[config.mk]
export PLATFORM = sky130hd
export DESIGN_NAME = pfc_fwd
export DESIGN_NICKNAME = d
export VERILOG_FILES = /design/src/rtl/pfc_pkg.sv /design/src/rtl/pfc_sync.sv /design/src/rtl/pfc_regs.sv /design/src/rtl/pfc_latch.sv /design/src/rtl/pfc_fwd.sv
export SDC_FILE = /design/constraint.sdc
export NUM_CORES = 1
export LEC_CHECK = 0
export ABC_AREA = 1
export CAP_MARGIN = 20
export CELL_PAD_IN_SITES_DETAIL_PLACEMENT = 1
export CELL_PAD_IN_SITES_GLOBAL_PLACEMENT = 1
export CORE_MARGIN = 5
export CORE_UTILIZATION = 34
export DETAILED_ROUTE_END_ITERATION = 12
export HOLD_SLACK_MARGIN = 0.05
export PLACE_DENSITY = 0.72
export SKIP_CTS_REPAIR_TIMING = 1
export SYNTH_ARGS = -nofsm -noshare
export SYNTH_HDL_FRONTEND = slang
export SYNTH_SLANG_ARGS = --single-unit
[constraint.sdc]
create_clock -name clk -period 1 [get_ports clk]
set_clock_uncertainty 0.15 [all_clocks]
set_input_delay 0.3 -clock clk [delete_from_list [all_inputs] [get_ports clk]]
set_output_delay 0.3 -clock clk [all_outputs]
set_load 0.01 [all_outputs]
[src/rtl/pfc_pkg.sv]
package pfc_pkg;
    localparam int unsigned BUS_W  = 32;
    localparam int unsigned BANK_W = 16;
    localparam int unsigned ADDR_W = 4;
    localparam int unsigned SPAN   = 4 * BANK_W;   // four banks per region

    typedef enum logic [1:0] {
        RGN_MASK = 2'd0,
        RGN_POL  = 2'd1,
        RGN_CLR  = 2'd2,
        RGN_NONE = 2'd3
    } region_e;
endpackage

[src/rtl/pfc_sync.sv]
module pfc_sync #(
    parameter int unsigned W = 8
) (
    input  logic         clk,
    input  logic         rst_n,
    input  logic [W-1:0] async_i,
    output logic [W-1:0] sync_o
);
    logic [W-1:0] meta_q;

    always_ff @(posedge clk or negedge rst_n) begin
        if (!rst_n) begin
            meta_q <= '0;
            sync_o <= '0;
        end else begin
            meta_q <= async_i;
            sync_o <= meta_q;
        end
    end
endmodule

[src/rtl/pfc_regs.sv]
module pfc_regs
    import pfc_pkg::*;
#(
    parameter int unsigned NUM_IN = 20
) (
    input  logic              clk,
    input  logic              rst_n,
    input  logic              bus_valid,
    input  logic              bus_write,
    input  logic [ADDR_W-1:0] bus_addr,
    input  logic [BUS_W-1:0]  bus_wdata,
    input  logic [NUM_IN-1:0] stat_i,
    output logic [NUM_IN-1:0] mask_o,
    output logic [NUM_IN-1:0] pol_o,
    output logic [NUM_IN-1:0] clr_o,
    output logic [BUS_W-1:0]  bus_rdata
);
    localparam int unsigned LOW = (NUM_IN < BANK_W) ? NUM_IN : BANK_W;

    region_e            rgn;
    logic [1:0]         bank;
    logic               wr;
    logic [NUM_IN-1:0]  lane_sel;
    logic [NUM_IN-1:0]  lane_dat;
    logic [BANK_W-1:0]  rd_word;
    logic [NUM_IN-1:0]  mask_q;
    logic [NUM_IN-1:0]  pol_q;
    wire                unused_wdata_hi = ^bus_wdata[BUS_W-1:BANK_W];

    assign rgn  = region_e'(bus_addr[3:2]);
    assign bank = bus_addr[1:0];
    assign wr   = bus_valid && bus_write;

    // Bank lanes, truncated to the implemented inputs
    assign lane_sel = NUM_IN'(SPAN'({BANK_W{1'b1}}) << (BANK_W * bank));
    assign lane_dat = NUM_IN'(SPAN'(bus_wdata[BANK_W-1:0]) << (BANK_W * bank));

    // Region decode: writes
    always_ff @(posedge clk or negedge rst_n) begin
        if (!rst_n) begin
            mask_q <= '1;
            pol_q  <= '0;
        end else if (wr) begin
            unique case (rgn)
                RGN_MASK: mask_q <= (mask_q & ~lane_sel) | lane_dat;
                RGN_POL:  pol_q  <= (pol_q & ~lane_sel) | lane_dat;
                default:  ;
            endcase
        end
    end

    assign clr_o  = (wr && rgn == RGN_CLR) ? lane_dat : '0;
    assign mask_o = mask_q;
    assign pol_o  = pol_q;

    // Region decode: reads
    always_comb begin
        unique case (rgn)
            RGN_MASK: rd_word = BANK_W'(SPAN'(mask_q) >> (BANK_W * bank));
            RGN_POL:  rd_word = BANK_W'(SPAN'(pol_q)  >> (BANK_W * bank));
            RGN_CLR:  rd_word = BANK_W'(SPAN'(stat_i) >> (BANK_W * bank));
            default:  rd_word = '0;
        endcase
    end

    always_ff @(posedge clk or negedge rst_n) begin
        if (!rst_n)
            bus_rdata <= '0;
        else if (bus_valid && !bus_write)
            bus_rdata <= {{(BUS_W - BANK_W){1'b0}}, rd_word};
    end

    // a full-bank write to mask bank 0 is visible the next cycle
    p_mask_write_r2: assert property (@(posedge clk) disable iff (!rst_n)
        (bus_valid && bus_write && bus_addr == 4'd0)
        |=> (mask_o[LOW-1:0] == $past(bus_wdata[LOW-1:0])));

    // upper half of read data is never driven
    p_rdata_hi_zero_r3: assert property (@(posedge clk) disable iff (!rst_n)
        bus_rdata[BUS_W-1:BANK_W] == '0);

    // reads in the empty region return zero
    p_none_reads_zero_r11: assert property (@(posedge clk) disable iff (!rst_n)
        (bus_valid && !bus_write && bus_addr[3:2] == 2'b11) |=> (bus_rdata == '0));
endmodule

[src/rtl/pfc_latch.sv]
module pfc_latch #(
    parameter int unsigned NUM_IN = 20
) (
    input  logic              clk,
    input  logic              rst_n,
    input  logic [NUM_IN-1:0] lvl_i,
    input  logic [NUM_IN-1:0] pol_i,
    input  logic [NUM_IN-1:0] clr_i,
    output logic [NUM_IN-1:0] stat_o
);
    logic [NUM_IN-1:0] prev_q;
    logic [NUM_IN-1:0] hit;

    // pol 1: rising edge, pol 0: falling edge
    assign hit = (pol_i & lvl_i & ~prev_q) | (~pol_i & ~lvl_i & prev_q);

    always_ff @(posedge clk or negedge rst_n) begin
        if (!rst_n) begin
            prev_q <= '0;
            stat_o <= '0;
        end else begin
            prev_q <= lvl_i;
            stat_o <= (stat_o & ~clr_i) | hit;
        end
    end

    // a pending flag without a clear request stays set
    p_flag_holds_r6: assert property (@(posedge clk) disable iff (!rst_n)
        (($past(stat_o) & ~$past(clr_i) & ~stat_o) == '0));

    // a clear without a concurrent edge empties the flag
    p_clear_takes_r7: assert property (@(posedge clk) disable iff (!rst_n)
        ((stat_o & $past(clr_i & ~hit)) == '0));

    // an edge always leaves the flag set, even against a clear
    p_set_wins_r8: assert property (@(posedge clk) disable iff (!rst_n)
        (($past(hit) & ~stat_o) == '0));
endmodule

[src/rtl/pfc_fwd.sv]
module pfc_fwd
    import pfc_pkg::*;
#(
    parameter int unsigned NUM_IN      = 20,
    parameter bit          LATCHED     = 1'b1,
    parameter int unsigned PARENT_W    = 32,
    parameter int unsigned PARENT_BASE = 8
) (
    input  logic                clk,
    input  logic                rst_n,
    input  logic [NUM_IN-1:0]   irq_in,
    input  logic                bus_valid,
    input  logic                bus_write,
    input  logic [3:0]          bus_addr,
    input  logic [31:0]         bus_wdata,
    output logic [31:0]         bus_rdata,
    output logic [PARENT_W-1:0] parent_irq
);
    logic [NUM_IN-1:0] lvl;
    logic [NUM_IN-1:0] mask;
    logic [NUM_IN-1:0] pol;
    logic [NUM_IN-1:0] clr;
    logic [NUM_IN-1:0] stat;
    logic [NUM_IN-1:0] fire;

    pfc_sync #(.W(NUM_IN)) u_sync (
        .clk     (clk),
        .rst_n   (rst_n),
        .async_i (irq_in),
        .sync_o  (lvl)
    );

    pfc_regs #(.NUM_IN(NUM_IN)) u_regs (
        .clk       (clk),
        .rst_n     (rst_n),
        .bus_valid (bus_valid),
        .bus_write (bus_write),
        .bus_addr  (bus_addr),
        .bus_wdata (bus_wdata),
        .stat_i    (stat),
        .mask_o    (mask),
        .pol_o     (pol),
        .clr_o     (clr),
        .bus_rdata (bus_rdata)
    );

    generate
        if (LATCHED) begin : g_latched
            pfc_latch #(.NUM_IN(NUM_IN)) u_latch (
                .clk    (clk),
                .rst_n  (rst_n),
                .lvl_i  (lvl),
                .pol_i  (pol),
                .clr_i  (clr),
                .stat_o (stat)
            );
            assign fire = stat & ~mask;
        end else begin : g_pass
            wire unused_clr = ^clr;
            assign stat = '0;
            assign fire = (lvl ^ pol) & ~mask;
        end
    endgenerate

    assign parent_irq = PARENT_W'(fire) << PARENT_BASE;
endmodule

## Yosys cells after proc, flatten, opt, wreduce, memory -nomap -nowiden

Index checks and enable logic that the tools add are counted.
Widths: inputs -> output; s select.

- $add $sub $neg: 0
- Multiply operators: 0
- Div/mod/pow operators: 0
- Order comparisons: 0
- Eq/ne operators: 2
- Shifts and indexed selects: 5
- Mux-type cells: 2
- Bitwise operators: 18
- Reduce and logical (&&, ||, !) cells: 7

Operators by type and width:

| cell | number |
|---|---|
| $and 20x20->20 | 8 |
| $not 20->20 | 6 |
| $or 20x20->20 | 4 |
| $shr 20x6->16 | 3 |
| $pmux 16 s3 | 1 |
| $mux 20 | 1 |
| $shl 16x6->20 | 1 |
| $shl 16x6->20 const A | 1 |
| $reduce_and 2->1 | 2 |
| $logic_and 1x1->1 | 3 |
| $eq 2x1->1 const B | 1 |
| $eq 2x2->1 const B | 1 |
| $logic_not 2->1 | 1 |
| $logic_not 1->1 | 1 |

- Register bits after elaboration: 136
- Bits in latches: 0
- Memory bits (writable): 0
- Bits in read-only memories: 0
- Output and inout port bits: 64
- Logic and storage cells: 41
- Memories: 0

## Depth between registers and ports, before layout

- Depth after elaboration: 6
- Mapped depth: 9
- Mapped depth without buffers: 8

## Hierarchy

Synthesis repeated with hierarchy kept, for this count alone.

- Cells, all modules: 663
- Area total of the unflattened synthesis: 5823.1 um2

Modules (own cells, without submodules):

| module | times used | cells an instance | area an instance (um2) | sequential area each (um2) |
|---|---|---|---|---|
| pfc_regs | 1 | 390 | 2951.6 | 1426.4 |
| pfc_latch | 1 | 180 | 1576.5 | 1001.0 |
| pfc_sync | 1 | 40 | 1001.0 | 1001.0 |
| pfc_fwd | 1 | 53 | 294.0 | 0.0 |

## Worst setup path before layout

OpenSTA, ideal clock, no wires.

- Path kind: input -> register
- Start point: input bus_addr[2]
- End point: register u_regs.bus_rdata[10]
- Data arrival time: 1.203 ns
- Path slack: -0.471 ns
- Stages: 7
- Buffers on the path: 2
- Path through: inv_1 ha_1 buf_2 buf_2 nand3_1 nand3_1 nand2_1

- Word-level cells in the longest chain between the ends: 2
- Elaborated cells on any way between the ends: 4
- Those cells by class: eq/ne (2); mux (1); reduce/logical (1)

Ends and longest elaborated chain:

| item | line | text |
|---|---|---|
| from (decl) | pfc_fwd.sv:14 | `input logic [3:0] bus_addr,` |
| $eq 2x2->1 (tied with other cells) | pfc_regs.sv:58 | `unique case (rgn)` |
| $pmux 16 s3 * | pfc_regs.sv:58 |  |
| to (signal assigned) | pfc_regs.sv:70 | `bus_rdata <= {{(BUS_W - BANK_W){1'b0}}, rd_word};` |
| to (decl) | pfc_regs.sv:16 | `output logic [BUS_W-1:0] bus_rdata` |

Every way passes the cells marked *; elsewhere a longest branch is shown, timed or not.
A chain may end at the register's enable or synchronous reset.

## Worst setup path after layout

- Start point: register u_regs.mask_q[14] (netlist: u_regs.mask_o[14])
- End point: output parent_irq[22]

- Word-level cells in the longest chain between the ends: 2

Ends and longest elaborated chain:

| item | line | text |
|---|---|---|
| from (decl) | pfc_regs.sv:26 | `logic [NUM_IN-1:0] mask_q;` |
| from (signal assigned) | pfc_regs.sv:45 | `RGN_MASK: mask_q <= (mask_q & ~lane_sel) \| lane_dat;` |
| $not 20->20 | pfc_fwd.sv:57 | `assign fire = stat & ~mask;` |
| $and 20x20->20 | pfc_fwd.sv:57 |  |
| to (decl) | pfc_fwd.sv:17 | `output logic [PARENT_W-1:0] parent_irq` |

No other way between the ends.

==> flow_summary.toml <==
[sta]
period_minus_slack_ns = 1.63
fin_crit_sh_pct = 163
finalMaxSlewViolations = 0
hold_viol = 0
finalWorstSetupSlack_ns = -0.626
rsz0062_at_grt = "yes"
fmax_mhz = 615
setup_viol = 112

[worst_setup_path]
critPathTopFamily = "flip-flops"
regToRegSetupSlack_ns = -0.33
r2r_cells = 7
rr_startpoint = "u_regs.mask_o[0]"
cp_slowest_cell = "dfstp_2"
critPathMaxFanout = 2
cp_data_required_time_ns = 0.55
cp-start-kind = "flip-flop"
crit_path_max_incr_delay_ns = 0.58
worst-path-buf-inv = 1
cp.arrival_ns = 1.18
crit_chain = "nor2_2 > clkbuf_2"
worstSetupPathType = "flip-flop to output port"
end_kind = "output port"
rr_endpoint = "u_regs.bus_rdata[0]"

[cts]
clk_pin_slew_ns = 0.06
cts-root-buf = "clkbuf_16"
clk_latency_ns = 0.43
cts_num_sinks = 136
clockBufferDepth = 2
cts_buffers = 17
cts_max_level = 4
cts_tree = "built"

[routing]
vias = 5342
drt-pass1-iter-count = 4
routed_wl_um = 22400
drt-initial-drc-count = 235
wire_per_inst_um = 20.9
ant_nets = 0
drc = 0
vias_per_cell = 4.98

[pwr]
switchingPower_mw = 5.03
seqPwrFrac_pct = 39.1
vdd_drop_max_mv = 1.38
combPwrFrac_pct = 20.8
clock_power_share_pct = 40.1
p_leak_nw = 4.39
sw_frac_of_total_pct = 29.7
power_density_nw_per_um2 = 1840
p_int_mw = 11.9

[logic_synthesis]
yosysWarnings = 0
synth-simple-area-share_pct = 22.4
synthAdderAreaFrac_pct = 0.880
synth.top_cell.area_share_pct = 51.0
synthFlopType = "dfrtp_1"
syn_inst = 639
syn_area_um2 = 5690
ys_seq_area_share_pct = 60.3
netlist.top_cell.by_area = "dfrtp_1"
synth.most_common_cell = "nand2_1"
synthTopCellsByArea = "dfrtp_1 51%, nand2_1 12%, dfstp_2 9.2%, o21ai_0 5.2%, inv_1 4.6%"
ys_ff_latch = 136
synthXorXnorAreaFrac_pct = 0
synth_top_family_by_area = "simple AND/OR/NAND/NOR gates"
synth.area.mux_share_pct = 0
synth-compound-area-share_pct = 6.69
yosysUniqueCellTypes = 22
synth_edf_count = 0
avgSynthCellArea_um2 = 8.90
synthArstFlopShare_pct = 100
synth_commonest_cells = "186 x nand2_1, 116 x dfrtp_1, 70 x inv_1"

[place]
gp_congestion = 0.805
hpwlAfterDp_um = 12000
dpl_cell_area_um2 = 7670
dp_slack_ns = -1.10
port_buffers = 79

[die]
die_h_um = 139
die-area_um2 = 19400
start_util_pct = 34.4
core_area_um2 = 16500
ios = 124
num_rows = 47
fp.dieW_um = 139

[outcome]
status = "complete, but fails checks"
violations = "negative setup slack"

[cells_and_area]
drive_gt1_share_pct = 44.5
n_fill_cell = 1791
diodes = 0
syn2layout_area_growth_pct = 61.6
finalCoreUtilization_pct = 55.6
multi_input_area_um2 = 2580
fin_area_um2 = 9190
nets = 903
regArea_um2 = 3430

[global_route]
grt_max_degree = 34
antenna_found_initial = 0
grt_pass1_wl_um = 28100
grt.total_usage_pct = 18.3
grt_pass1_vias = 5333
overflow = 0

[flow_run]
drv_cap = 0

[min_path]
hold_class = "input port to async pin"
[layout make-up]
type / count / share of cell area (%)
Clock buffer: 18 / 4.78
Clock inverter: 14 / 2.04
Inverter: 71 / 3.39
Multi-Input combinational cell: 416 / 28.0
Sequential cell: 136 / 37.3
Tap cell: 220 / 2.99
Timing Repair Buffer: 196 / 21.4
Timing Repair inverter: 1 / 0.122
[metal layers]
layer | vias up | part of all wire [%] | global-route usage (%)
met5 | - | 0 | 0
met4 | 0 | 4.2 | 5.66
met3 | 65 | 4.2 | 4.32
met2 | 205 | 53 | 32.0
met1 | 2728 | 39 | 22.5
li1 | 2344 | - | -
[stage by stage]
| step | TNS [ns] | total power, mW | instances | hold WS (ns) |
|---|---|---|---|---|
| floorplan | -15.66 | 7.90 | 666 | -0.146 |
| global placement | -86.13 | 9.29 | 1003 | -0.0159 |
| detailed placement | -87.97 | 9.45 | 1003 | -0.0150 |
| CTS | -71.75 | 16.2 | 1035 | -0.477 |
| global route | -36.55 | 17.6 | 1072 | 0.112 |
| finish | -33.29 | 16.9 | 1072 | 0.103 |
[registers in the layout (all words and copies together), names as in the netlist]
| register | flops |
|---|---|
| g_latched.u_latch.prev_q | 20 |
| g_latched.u_latch.stat_o | 20 |
| u_regs.mask_o | 20 |
| u_regs.pol_o | 20 |
| u_sync.meta_q | 20 |
| u_sync.sync_o | 20 |
| u_regs.bus_rdata | 16 |
[how the worst max path moves through the flow]
stage	startpoint	endpoint	slack [ns]	depth (start not counted)
global route	u_regs.mask_o[1]	parent_irq[9]	-0.66	2
floorplan	bus_addr[3]	u_regs.pol_o[15]	-0.32	8
finish	u_regs.mask_o[14]	parent_irq[22]	-0.63	2
global placement	bus_addr[2]	u_regs.bus_rdata[14]	-1.07	10
CTS	g_latched.u_latch.stat_o[14]	parent_irq[22]	-0.98	3
detailed placement	bus_addr[3]	u_regs.bus_rdata[0]	-1.10	11
[power groups by stage]
| stage | Clock, mW | Sequential, mW | Combinational (mW) |
|---|---|---|---|
| 2_1_floorplan | 0 | 6.56 | 1.35 |
| 3_3_place_gp | 0 | 6.58 | 2.71 |
| 3_5_place_dp | 0 | 6.63 | 2.82 |
| 4_1_cts | 6.81 | 6.55 | 2.87 |
| 5_1_grt | 7.15 | 6.66 | 3.78 |
| 6_report | 6.79 | 6.61 | 3.52 |
[cell families after synthesis]
group	count (synthesis)
AOI/OAI and AO/OA	73
adders and majority gates	4
buffers and inverters	114
DFF	136
other	1
and+or+nand+nor	311
[placed cells by master, fill, tap and decap left out, drive strengths merged]
cell type,Yosys,routed
clkbuf,7,54
nand2,187,187
o22ai,12,12
nor2,68,68
bufinv,0,3
dlygate4sd3,0,1
dlymetal6s2s,0,2
nor3,1,1
clkdlybuf4s50,0,36
nand4,1,1
dfstp,20,20
nand3,43,43
a21oi,2,2
clkinvlp,0,3
dfrtp,116,116
or2,11,11
ha,4,4
conb,1,28
o21ai,59,59
buf,36,121
inv,71,78
clkinv,0,2
Power figures use the tool's default switching activity.
